==> config.mk <==
export PLATFORM = sky130hd
export DESIGN_NAME = core_retention_ctrl
export DESIGN_NICKNAME = d
export VERILOG_FILES = /design/src/rtl/core_ret_pkg.sv /design/src/rtl/core_ret_sync.sv /design/src/rtl/core_ret_pending.sv /design/src/rtl/core_ret_fsm.sv /design/src/rtl/core_retention_ctrl.sv
export SDC_FILE = /design/constraint.sdc
export NUM_CORES = 1
export LEC_CHECK = 0
export BUFFER_PORTS_ARGS = -buffer_cell sky130_fd_sc_hd__buf_4
export CAP_MARGIN = 20
export CORE_AREA = 2 2 39 41
export CTS_CLUSTER_DIAMETER = 50
export CTS_CLUSTER_SIZE = 30
export DETAILED_ROUTE_END_ITERATION = 7
export DIE_AREA = 0 0 41 43
export GPL_TIMING_DRIVEN = 0
export PLACE_DENSITY_LB_ADDON = 0.15
export SLEW_MARGIN = 20
export SYNTH_ARGS = -nofsm -noshare
export SYNTH_HDL_FRONTEND = slang
export SYNTH_SLANG_ARGS = --single-unit
==> constraint.sdc <==
create_clock -name clk -period 2.48 [get_ports clk]
set_input_delay 0.124 -clock clk [delete_from_list [all_inputs] [get_ports clk]]
set_output_delay 0.124 -clock clk [all_outputs]
set_load 0.01 [all_outputs]
==> src/rtl/core_ret_pkg.sv <==
package core_ret_pkg;

    typedef enum logic [2:0] {
        CR_RUN     = 3'd0,
        CR_PARKED  = 3'd1,
        CR_SNOOP   = 3'd2,
        CR_HELD    = 3'd3,
        CR_LEAVING = 3'd4
    } cr_state_e;

    typedef struct packed {
        logic snoop;
        logic wake;
    } cr_evt_t;

    typedef struct packed {
        logic clk_en;
        logic active;
        logic accept_n;
    } cr_out_t;

    localparam int CR_SYNC_DEFAULT = 2;

    function automatic logic cr_evt_any(input cr_evt_t e);
        return e.snoop | e.wake;
    endfunction

    function automatic cr_out_t cr_decode(input cr_state_e st,
                                          input cr_evt_t   live,
                                          input cr_evt_t   pend,
                                          input logic      sleep);
        cr_out_t o;
        o = '{clk_en: 1'b1, active: 1'b1, accept_n: 1'b1};
        unique case (st)
            CR_RUN, CR_SNOOP: ;
            CR_PARKED: begin
                o.clk_en = 1'b0;
                o.active = cr_evt_any(live) | ~sleep;
            end
            CR_HELD: begin
                o.clk_en   = 1'b0;
                o.active   = cr_evt_any(live) | cr_evt_any(pend);
                o.accept_n = 1'b0;
            end
            CR_LEAVING: begin
                o.clk_en = 1'b0;
                o.active = cr_evt_any(live) | cr_evt_any(pend) | ~sleep;
            end
            default: ;
        endcase
        return o;
    endfunction

endpackage

==> src/rtl/core_ret_sync.sv <==
module core_ret_sync #(
    parameter int                 WIDTH     = 4,
    parameter int                 STAGES    = 2,
    parameter logic [WIDTH-1:0]   RESET_VAL = '0
) (
    input  logic             clk,
    input  logic             rst,
    input  logic [WIDTH-1:0] d_async,
    output logic [WIDTH-1:0] q_sync
);
    logic [WIDTH-1:0] chain [STAGES];

    genvar s;
    generate
        for (s = 0; s < STAGES; s++) begin : g_stage
            always_ff @(posedge clk) begin
                if (rst)
                    chain[s] <= RESET_VAL;
                else if (s == 0)
                    chain[s] <= d_async;
                else
                    chain[s] <= chain[(s == 0) ? 0 : s-1];
            end
        end
    endgenerate

    assign q_sync = chain[STAGES-1];
endmodule

==> src/rtl/core_ret_pending.sv <==
module core_ret_pending
    import core_ret_pkg::*;
(
    input  logic    clk,
    input  logic    rst,
    input  logic    capture,
    input  logic    clear,
    input  cr_evt_t evt_in,
    output cr_evt_t pend
);
    always_ff @(posedge clk) begin
        if (rst || clear)
            pend <= '0;
        else if (capture)
            pend <= pend | evt_in;
    end
endmodule

==> src/rtl/core_ret_fsm.sv <==
module core_ret_fsm
    import core_ret_pkg::*;
(
    input  logic      clk,
    input  logic      rst,
    input  logic      sleep,
    input  logic      req_n_s,
    input  cr_evt_t   live,
    input  cr_evt_t   pend,
    output cr_state_e state,
    output logic      capture,
    output logic      clear
);
    cr_state_e nxt;

    always_comb begin
        nxt = state;
        unique case (state)
            CR_RUN:
                if (sleep && !cr_evt_any(live)) nxt = CR_PARKED;
            CR_PARKED:
                if (!sleep || live.wake)   nxt = CR_RUN;
                else if (live.snoop)       nxt = CR_SNOOP;
                else if (!req_n_s)         nxt = CR_HELD;
            CR_SNOOP:
                if (!sleep || live.wake)   nxt = CR_RUN;
                else if (!live.snoop)      nxt = CR_PARKED;
            CR_HELD:
                if (req_n_s)               nxt = CR_LEAVING;
            CR_LEAVING:
                if (!sleep || live.wake || pend.wake)  nxt = CR_RUN;
                else if (live.snoop || pend.snoop)     nxt = CR_SNOOP;
                else                                   nxt = CR_PARKED;
            default: nxt = CR_RUN;
        endcase
    end

    always_ff @(posedge clk) begin
        if (rst) state <= CR_RUN;
        else     state <= nxt;
    end

    assign capture = (state == CR_HELD) || (state == CR_LEAVING);
    assign clear   = (state == CR_RUN)  || (state == CR_SNOOP);
endmodule

==> src/rtl/core_retention_ctrl.sv <==
module core_retention_ctrl
    import core_ret_pkg::*;
#(
    parameter int SYNC_STAGES = CR_SYNC_DEFAULT
) (
    input  logic clk,
    input  logic rst,
    input  logic core_sleep,
    input  logic snoop_req,
    input  logic irq_req,
    input  logic wake_req,
    input  logic ret_req_n,
    output logic ret_accept_n,
    output logic ret_active,
    output logic core_clk_en
);
    localparam int          NSYNC   = 4;
    localparam logic [NSYNC-1:0] SYNC_RST = 4'b1000;

    logic [NSYNC-1:0] raw_in, synced;
    logic             req_n_s;
    logic             evt_any_s;
    cr_evt_t          live, pend;
    cr_state_e        state;
    logic             capture, clear;
    cr_out_t          outs;

    assign raw_in = {ret_req_n, wake_req, irq_req, snoop_req};

    core_ret_sync #(
        .WIDTH    (NSYNC),
        .STAGES   (SYNC_STAGES),
        .RESET_VAL(SYNC_RST)
    ) u_sync (
        .clk    (clk),
        .rst    (rst),
        .d_async(raw_in),
        .q_sync (synced)
    );

    assign req_n_s    = synced[3];
    assign live.wake  = synced[2] | synced[1];
    assign live.snoop = synced[0];
    assign evt_any_s  = cr_evt_any(live);

    core_ret_pending u_pend (
        .clk    (clk),
        .rst    (rst),
        .capture(capture),
        .clear  (clear),
        .evt_in (live),
        .pend   (pend)
    );

    core_ret_fsm u_fsm (
        .clk    (clk),
        .rst    (rst),
        .sleep  (core_sleep),
        .req_n_s(req_n_s),
        .live   (live),
        .pend   (pend),
        .state  (state),
        .capture(capture),
        .clear  (clear)
    );

    assign outs         = cr_decode(state, live, pend, core_sleep);
    assign core_clk_en  = outs.clk_en;
    assign ret_active   = outs.active;
    assign ret_accept_n = outs.accept_n;
endmodule

* Word-level counts from Yosys, hierarchy flattened
Memory sizes are Yosys's and may differ from the RTL's.
Index checks and enable logic that the tools add are counted.
** Storage, ports and cells
- Input bits :: 7
- Register bits after elaboration :: 5
- Memories kept :: 1
- Bits in writable memories :: 8
- Output and inout port bits :: 3
** Memories
- u_sync.chain :: depth 2, width 4, read ports 2, clocked after Yosys merged registers in 0, write ports 2, RTL line core_ret_sync.sv:11 : logic [WIDTH-1:0] chain [STAGES];
** Cells by class
- Bitwise logic cells :: 10
- Mux-type cells :: 17
- Equality and inequality tests :: 8
- Reduce and logical (&&, ||, !) cells :: 11
** Operators with widths (number)
- 3-bit two-way mux :: 8
- 3-bit case mux with 5 select lines :: 1
- 4-bit two-way mux :: 2
- 1-bit OR :: 8
- 3-bit by 2-bit == test with 1-bit output (second input constant) :: 2
- 1-bit logical OR :: 6
- 2-bit case mux with 3 select lines :: 1
- 1-bit two-way mux :: 4
- 4-bit by 3-bit != test with 1-bit output (second input constant) :: 1
- 4-bit AND reduction :: 1
- 3-bit by 1-bit == test with 1-bit output (second input constant) :: 1
- 3-bit == test (second input constant) :: 1
- 3-bit logical NOT :: 1
- 3-bit by 2-bit != test with 1-bit output (second input constant) :: 1
- 1-bit logical NOT :: 2
- 2-bit two-way mux :: 1
- 2-bit by 1-bit != test with 1-bit output (second input constant) :: 1
- 2-bit != test (second input constant) :: 1
- 2-bit OR :: 1
- 1-bit logical AND :: 1
- 1-bit NOT :: 1

* Longest topological paths before layout
Gate-level depths: netlist of the first run.
An unclocked memory read counts as a cell.
- Word-level depth :: 7
- Gate-level depth with buffers :: 5

* By module
Synthesis of the first run repeated with hierarchy kept, for this count alone.
** Unflattened totals
- Cell total of the unflattened synthesis :: 65
- Area, all modules :: 604.3 um2
** Modules (own cells, without submodules)
- core_ret_fsm :: times used 1, cells an instance 31, area each 259.0 um2
- core_ret_sync :: times used 1, cells an instance 16, area each 210.2 um2
- core_retention_ctrl :: times used 1, cells an instance 12, area each 75.1 um2
- core_ret_pending :: times used 1, cells an instance 6, area each 60.1 um2

* Worst setup path before layout of the first run
OpenSTA, ideal clock, no wires.
- Kind :: reg2reg
- Start point :: memory u_sync.chain[1][1]
- End point :: register u_fsm.state[1]
- Path buffers :: 0
- Arrival :: 1355 ps
- Data required time :: 2394 ps
- Setup slack :: 1038 ps
- Stages on the path, launching flop included :: 5
- Path through :: dfxtp_1 -> or3b_4 -> nor4b_4 -> o221ai_2 -> a221oi_2
** RTL lines
- from (decl) :: RTL line core_ret_sync.sv:11
- to (signal assigned) :: RTL line core_ret_fsm.sv:40 : else state <= nxt;
- to (decl) :: RTL line core_ret_fsm.sv:10 : output cr_state_e state,

==> results of run 1 <==
==> logic make-up after synthesis <==
family / after synthesis / share of synthesized area [%]
AND/OR/NAND/NOR: 30 / 31.5
AO/OA/AOI/OAI: 19 / 21.4
buffers and inverters: 7 / 4.32
flip-flops: 13 / 42.8
==> flip-flops by register name, indices dropped and copies added, names as in the netlist <==
signal	count
u_pend.pend	2
u_sync.chain	8
u_fsm.state	3
==> synth_stat cells <==
cell type | instances | area share [%]
nor2b_1 | 9 | 9.3
a21oi_1 | 5 | 4.1
a41oi_1 | 1 | 1.4
a21o_1 | 1 | 1.2
nand2_1 | 2 | 1.2
nor2_1 | 7 | 4.3
a221oi_2 | 1 | 2.5
nor4b_2 | 1 | 2.5
clkbuf_1 | 3 | 1.9
nor4b_4 | 1 | 3.9
nand3_1 | 2 | 1.6
o22ai_1 | 1 | 1.0
o21ai_0 | 6 | 4.9
nor4_1 | 1 | 1.0
nor3_1 | 3 | 2.5
a31oi_1 | 1 | 1.0
inv_1 | 3 | 1.9
a32oi_1 | 1 | 1.4
or3b_4 | 1 | 1.9
dfxtp_1 | 13 | 43
nor3b_1 | 1 | 1.2
a21boi_1 | 1 | 1.2
or2_2 | 2 | 2.1
o221ai_2 | 1 | 2.5
buf_1 | 1 | 0.62
==> worst max-delay path, delay by kind of cell (launching register included) <==
kind | cells | cell delay, ns
AO/OA/AOI/OAI | 2 | 0.18
buffers and inverters | 1 | 0.17
flip-flops | 1 | 0.39
AND/OR/NAND/NOR | 2 | 0.62
==> worst min-delay path by stage <==
stage                    from  cells past startpoint  slack [ns]                            end
floorplan                 rst                      1        0.20    u_pend.pend[1]$_SDFFE_PP0P_
global placement    ret_req_n                      2        0.31  u_sync.chain[0][3]$_SDFF_PP1_
detailed placement  ret_req_n                      2        0.31  u_sync.chain[0][3]$_SDFF_PP1_
CTS                 ret_req_n                      2        0.02  u_sync.chain[0][3]$_SDFF_PP1_
global route        ret_req_n                      2        0.02  u_sync.chain[0][3]$_SDFF_PP1_
finish              ret_req_n                      2        0.03  u_sync.chain[0][3]$_SDFF_PP1_
==> layout by cell type, fill, tap and decap left out, types with 2 or more instances in the layout <==
| master | instances |
|---|---|
| nand3_1 | 2 |
| clkbuf_4 | 3 |
| or2_2 | 2 |
| dfxtp_1 | 13 |
| clkbuf_1 | 3 |
| o21ai_0 | 6 |
| inv_1 | 3 |
| a21oi_1 | 5 |
| nor2b_1 | 9 |
| nor2_1 | 7 |
| nand2_1 | 2 |
| nor3_1 | 3 |
| buf_4 | 9 |
==> layer usage <==
layer,vias to the layer above,GRT usage (%),part of all wire (%)
met5,-,0,0
met4,0,8.00,2.1
met3,4,4.71,5.7
met2,21,23.1,44
met1,243,23.5,48
li1,271,-,-
==> layout make-up <==
| class | count | area (um^2) |
|---|---|---|
| Clock inverter | 1 | 5.00 |
| Timing Repair Buffer | 9 | 67.6 |
| Multi-Input combinational cell | 49 | 322 |
| Inverter | 3 | 11.3 |
| Tap cell | 16 | 20.0 |
| Fill cell | 150 | 661 |
| Clock buffer | 3 | 22.5 |
| Sequential cell | 13 | 260 |
| Buffer | 4 | 15.0 |
==> report_power, final <==
part / internal, mW / total (mW) / switching (mW)
clock: 0.0597 / 0.128 / 0.0683
combinational: 0.0546 / 0.125 / 0.0699
sequential: 0.222 / 0.228 / 0.00652
total: 0.336 / 0.481 / 0.145
==> impl_metrics.py, run 1 <==
metrics = {
    "synth": {
        "synth_warnings": 0,
        "ys_types": 25,
        "synth_area_per_cell_um2": 8.81,
        "syn_nets": 76,
        "synth_area_um2": 608,
        "syn-instance-count": 69,
        "synth_seq_area_share_pct": 42.8,
        "ys_seq_elements": 13,
    },
    "power": {
        "power_leakage_nw": 0.270,
        "power.total_uw": 481,
        "vdd_ir_drop_max_mv": 0.424,
        "power.density_nw_per_um2": 665,
    },
    "route": {
        "first_iter_violations": 10,
        "num_vias": 539,
        "ant_nets": 0,
        "drc_errors": 0,
        "dr.pass1.iters": 4,
        "wl_per_cell_um": 11.9,
        "routed_via_density": 5.50,
        "wl_um": 1170,
    },
    "worst_setup_path": {
        "cp-start-kind": "flop",
        "endpoint": "ret_active",
        "crit_path_max_fanout": 6,
        "critPathCaptureType": "primary output",
        "max_stage_delay_ns": 0.50,
        "startpoint": "u_sync.chain[1][0]$_SDFF_PP0_",
        "reg2reg_depth": 5,
        "path_cells": "nor4b_2 -> nand2_1 -> a21boi_1 -> a41oi_1 -> buf_4",
        "worst_r2r_endpoint": "u_fsm.state[1]$_SDFFE_PP0P_",
        "rrSetupSlack_ns": 0.92,
        "slowest_stage": "nor4b_2",
        "critPathKind": "flop to primary output",
        "crit_required_ns": 2.36,
        "reg2reg_from": "u_fsm.state[2]$_SDFFE_PP0P_",
        "crit_arrival_ns": 1.64,
    },
    "worst_hold_path": {
        "hp-class": "input port to flop",
    },
    "timing": {
        "slew_headroom_pct": 69.3,
        "grt_setup_unrepaired": "false",
        "maxSlewViolCount": 0,
        "hold_violations": 0,
        "fin_ws_ns": 0.713,
        "fmax_mhz": 566,
        "fin_skew_ns": 0.00232,
        "hold_ws_ns": 0.0306,
        "min_period_ns": 1.77,
        "tightest_slew_ns": 0.459,
        "setup_violations": 0,
        "period_share_pct": 71.3,
        "fin_setup_tns_ns": 0,
    },
    "floorplanning": {
        "start_util_pct": 43.9,
        "num_rows": 14,
        "core_um2": 1380,
        "die_w_um": 41,
        "die_area_um2": 1760,
        "pin_count": 10,
        "die_h_um": 43,
    },
    "grt": {
        "grt_max_degree": 11,
        "grt_pass1_wl_um": 1990,
        "grt_overflow": 0,
        "grt_pass1_vias": 514,
        "grt_util_all_layers_pct": 16.8,
        "antenna_found_initial": 0,
    },
    "cts": {
        "cts.clk_slew.worst_paths_ns": 0.08,
        "root_buffer": "clkbuf_4",
        "clockBufferDepth": 2,
        "clk_latency_ns": 0.27,
        "post_cts_resize_count": 0,
        "ctsHoldBuffers": 0,
        "tritoncts": "done",
        "cts_inserted_buffers": 3,
        "cts.htree.levels": 1,
        "post_cts.repair.setup_buffers": 0,
        "cts_sinks": 13,
    },
    "finish": {
        "nets": 90,
        "areaGrowthSynthToFinish_pct": 18.9,
        "final_util_pct": 52.3,
        "final_area_um2": 723,
        "n_antenna_cell": 0,
        "drive_above_1_share_pct": 24.4,
        "final_cells": 98,
    },
    "placed_design": {
        "dp.cells": 94,
        "post_dp_cell_area_um2": 696,
        "dp_hpwl_um": 873,
        "dp_slack_ns": 0.953,
        "place.gp.congestion": 0.785,
        "portBuffers": 9,
    },
    "outcome": {
        "status": "completed",
    },
    "flow_run": {
        "drv_cap": 0,
    },
}
Power figures use the tool's default switching activity.
==> run 2: changes to the inputs <==
ABC_AREA = 1   (was unset)
CORE_AREA = unset   (was 2 2 39 41)
CORE_MARGIN = 2   (was unset)
CORE_UTILIZATION = 46   (was unset)
DIE_AREA = unset   (was 0 0 41 43)
clock period = 1.5 ns   (was 2.48 ns; I/O delays follow)
==> run 2 against run 1 <==
Sequential cell count did not move. Non-clock buffer count fell by 2. Power rose by 60%. Sequential power rose by 68%. Setup slack got worse by 0.57 ns. Sequential share of layout area fell by 1.0 points. Critical endpoint unchanged. Clock power rose by 55%. Global-route usage fell by 1.5 points. Synthesized cell count rose by 30%. First-iteration DRC count rose by 20%. Highest routed layer unchanged. Synthesized area rose by 1.9%. Critical path type unchanged.
==> impl_metrics.py, run 2 <==
metrics = {
    "outcome": {
        "status": "completed",
    },
    "power": {
        "power_leakage_nw": 0.372,
        "switchingPower_uw": 219,
        "power.total_uw": 770,
        "power.internal_uw": 551,
        "vdd_ir_drop_max_mv": 0.572,
        "combinationalPowerShare_pct": 24.5,
        "p_clk_share_pct": 25.8,
        "seqPwrFrac_pct": 49.6,
        "switching_share_pct": 28.4,
        "power.density_nw_per_um2": 1020,
    },
    "cts": {
        "cts.htree.levels": 1,
        "tritoncts": "done",
        "cts_inserted_buffers": 3,
        "post_cts.repair.setup_buffers": 0,
        "clk_latency_ns": 0.26,
        "cts_sinks": 13,
        "clockBufferDepth": 2,
        "root_buffer": "clkbuf_4",
        "cts.clk_slew.worst_paths_ns": 0.07,
    },
    "floorplanning": {
        "die_w_um": 40.7,
        "num_rows": 13,
        "die_area_um2": 1660,
        "core_um2": 1280,
        "start_util_pct": 48.2,
        "pin_count": 10,
        "die_h_um": 40.7,
    },
    "timing": {
        "min_period_ns": 1.36,
        "hold_ws_ns": 0.0134,
        "grt_setup_unrepaired": "false",
        "maxSlewViolCount": 0,
        "fin_ws_ns": 0.144,
        "setup_violations": 0,
        "slew_headroom_pct": 70.2,
        "period_share_pct": 90.4,
        "fin_skew_ns": 0.00203,
        "tightest_slew_ns": 0.447,
        "hold_violations": 0,
        "fmax_mhz": 738,
        "fin_setup_tns_ns": 0,
    },
    "synth": {
        "synth_most_common_cell": "inv_1",
        "yosys.area_share.simple_pct": 38.8,
        "synth_top_family_by_area": "simple AND/OR/NAND/NOR gates",
        "async_flop_share_pct": 0,
        "ys_seq_elements": 13,
        "synth_area_per_cell_um2": 6.88,
        "synth_seq_area_share_pct": 42.0,
        "synth_area_leader_cell": "dfxtp_1",
        "yosys-top-cells-count": "17 x inv_1, 15 x nand2_1, 15 x nor2_1, 13 x dfxtp_1, 7 x nand3_1",
        "synth_flop_cell": "dfxtp_1",
        "syn_nets": 97,
        "synth_edf_count": 0,
        "synthTopCellsByArea": "dfxtp_1 42%, inv_1 10%, nand2_1 9.1%",
        "synth_warnings": 0,
        "synth_area_um2": 619,
        "synth.area.mux_share_pct": 0,
        "yosysTopAreaCellShare_pct": 42.0,
        "synth_xor_area_share_pct": 0,
        "ys_types": 18,
        "syn-instance-count": 90,
        "synth-compound-area-share_pct": 7.68,
        "synthAdderAreaFrac_pct": 0,
    },
    "worst_setup_path": {
        "critical-path-top-delay-family": "simple AND/OR/NAND/NOR gates",
        "max_stage_delay_ns": 0.32,
        "slowest_stage": "dfxtp_1",
        "crit_arrival_ns": 1.28,
        "critPathBufInv": 1,
        "path_cells": "or2_2 -> nor3_1 -> o211ai_1 -> buf_4",
        "critPathKind": "flop to primary output",
        "crit_path_max_fanout": 4,
        "critPathCaptureType": "primary output",
        "cp-start-kind": "flop",
        "crit_required_ns": 1.42,
    },
    "placed_design": {
        "dp_hpwl_um": 810,
        "dp.cells": 114,
        "portBuffers": 9,
        "place.gp.congestion": 0.722,
        "dp_slack_ns": 0.262,
        "post_dp_cell_area_um2": 706,
    },
    "finish": {
        "drive_above_1_share_pct": 27.9,
        "final_cells": 119,
        "final_util_pct": 58.5,
        "final_common_cell": "inv_1",
        "n_antenna_cell": 0,
        "top_regs": "u_sync.chain x8, u_fsm.state x3, u_pend.pend x2",
        "top_register": "u_sync.chain",
        "final_cell_mix": "17 x inv_1, 15 x nor2_1, 14 x nand2_1",
        "nets": 112,
        "largest_reg_flops": 8,
        "areaGrowthSynthToFinish_pct": 21.4,
        "final_area_um2": 752,
    },
    "route": {
        "first_iter_violations": 12,
        "wl_um": 1010,
        "drc_errors": 0,
        "num_vias": 545,
        "dr.pass1.iters": 4,
        "wl_per_cell_um": 8.50,
        "ant_nets": 0,
        "routed_via_density": 4.58,
    },
    "grt": {
        "grt_pass1_vias": 448,
        "grt_max_degree": 11,
        "antenna_found_initial": 0,
        "grt_pass1_wl_um": 1680,
        "grt_overflow": 0,
        "grt_util_all_layers_pct": 15.3,
    },
    "worst_hold_path": {
        "hp-class": "input port to flop",
    },
    "flow_run": {
        "drv_cap": 0,
    },
}
run 2: kinds of logic after synthesis:
family / count (synthesis)
buffers and inverters: 19
DFF: 13
AOI/OAI and AO/OA: 7
and+or+nand+nor: 51
run 2: layer usage:
| metal | GRT usage [%] | part of all wire (%) |
|---|---|---|
| met1 | 19.4 | 48 |
| met2 | 25.8 | 48 |
| met3 | 1.63 | 2.6 |
| met4 | 7.50 | 0.59 |
| met5 | 0 | 0 |
run 2: worst reg2reg max path, stage by stage, from the launching register on:
cell     delay, ns
dfxtp_1       0.31
nor2_2        0.18
nand2_1       0.16
nor2_2        0.15
nand2_2       0.07
nand2_1       0.07
nor2_2        0.04
nand2_1       0.08
a21oi_2       0.05
run 2: final cells by class:
class                           count  area, um^2
Fill cell                         131         533
Buffer                              1        3.75
Timing Repair Buffer               10        77.6
Clock buffer                        4        26.3
Tap cell                           15        18.8
Sequential cell                    13         263
Inverter                           18        67.6
Multi-Input combinational cell     58         295
run 2: timing repair:
| item | CTS | global route |
|---|---|---|
| endpoints found under the hold margin | 1 | 0 |
| resized for setup | 1 | 4 |
| endpoints found under the setup margin | 1 | 1 |
| hold buffers | 1 | 0 |
| gates cloned | 0 | 0 |
run 2: power by group through the flow:
stage | registers, mW | clock network (mW) | logic [mW]
after global placement | 0.388 | 0 | 0.186
final | 0.382 | 0.199 | 0.189
after CTS | 0.379 | 0.212 | 0.190
after global routing | 0.387 | 0.229 | 0.209
after floorplan | 0.384 | 0 | 0.133
after detailed placement | 0.388 | 0 | 0.187
run 2: final timing paths:
path,slack (ns),startpoint,end,cells past startpoint
max,0.14,u_sync.chain[1][0]$_SDFF_PP0_,ret_active,4
min,0.01,snoop_req,u_sync.chain[0][0]$_SDFF_PP0_,3
max reg2reg,0.27,u_sync.chain[1][1]$_SDFF_PP0_,u_fsm.state[0]$_SDFFE_PP0P_,8
min reg2reg,0.40,u_sync.chain[0][2]$_SDFF_PP0_,u_sync.chain[1][2]$_SDFF_PP0_,2
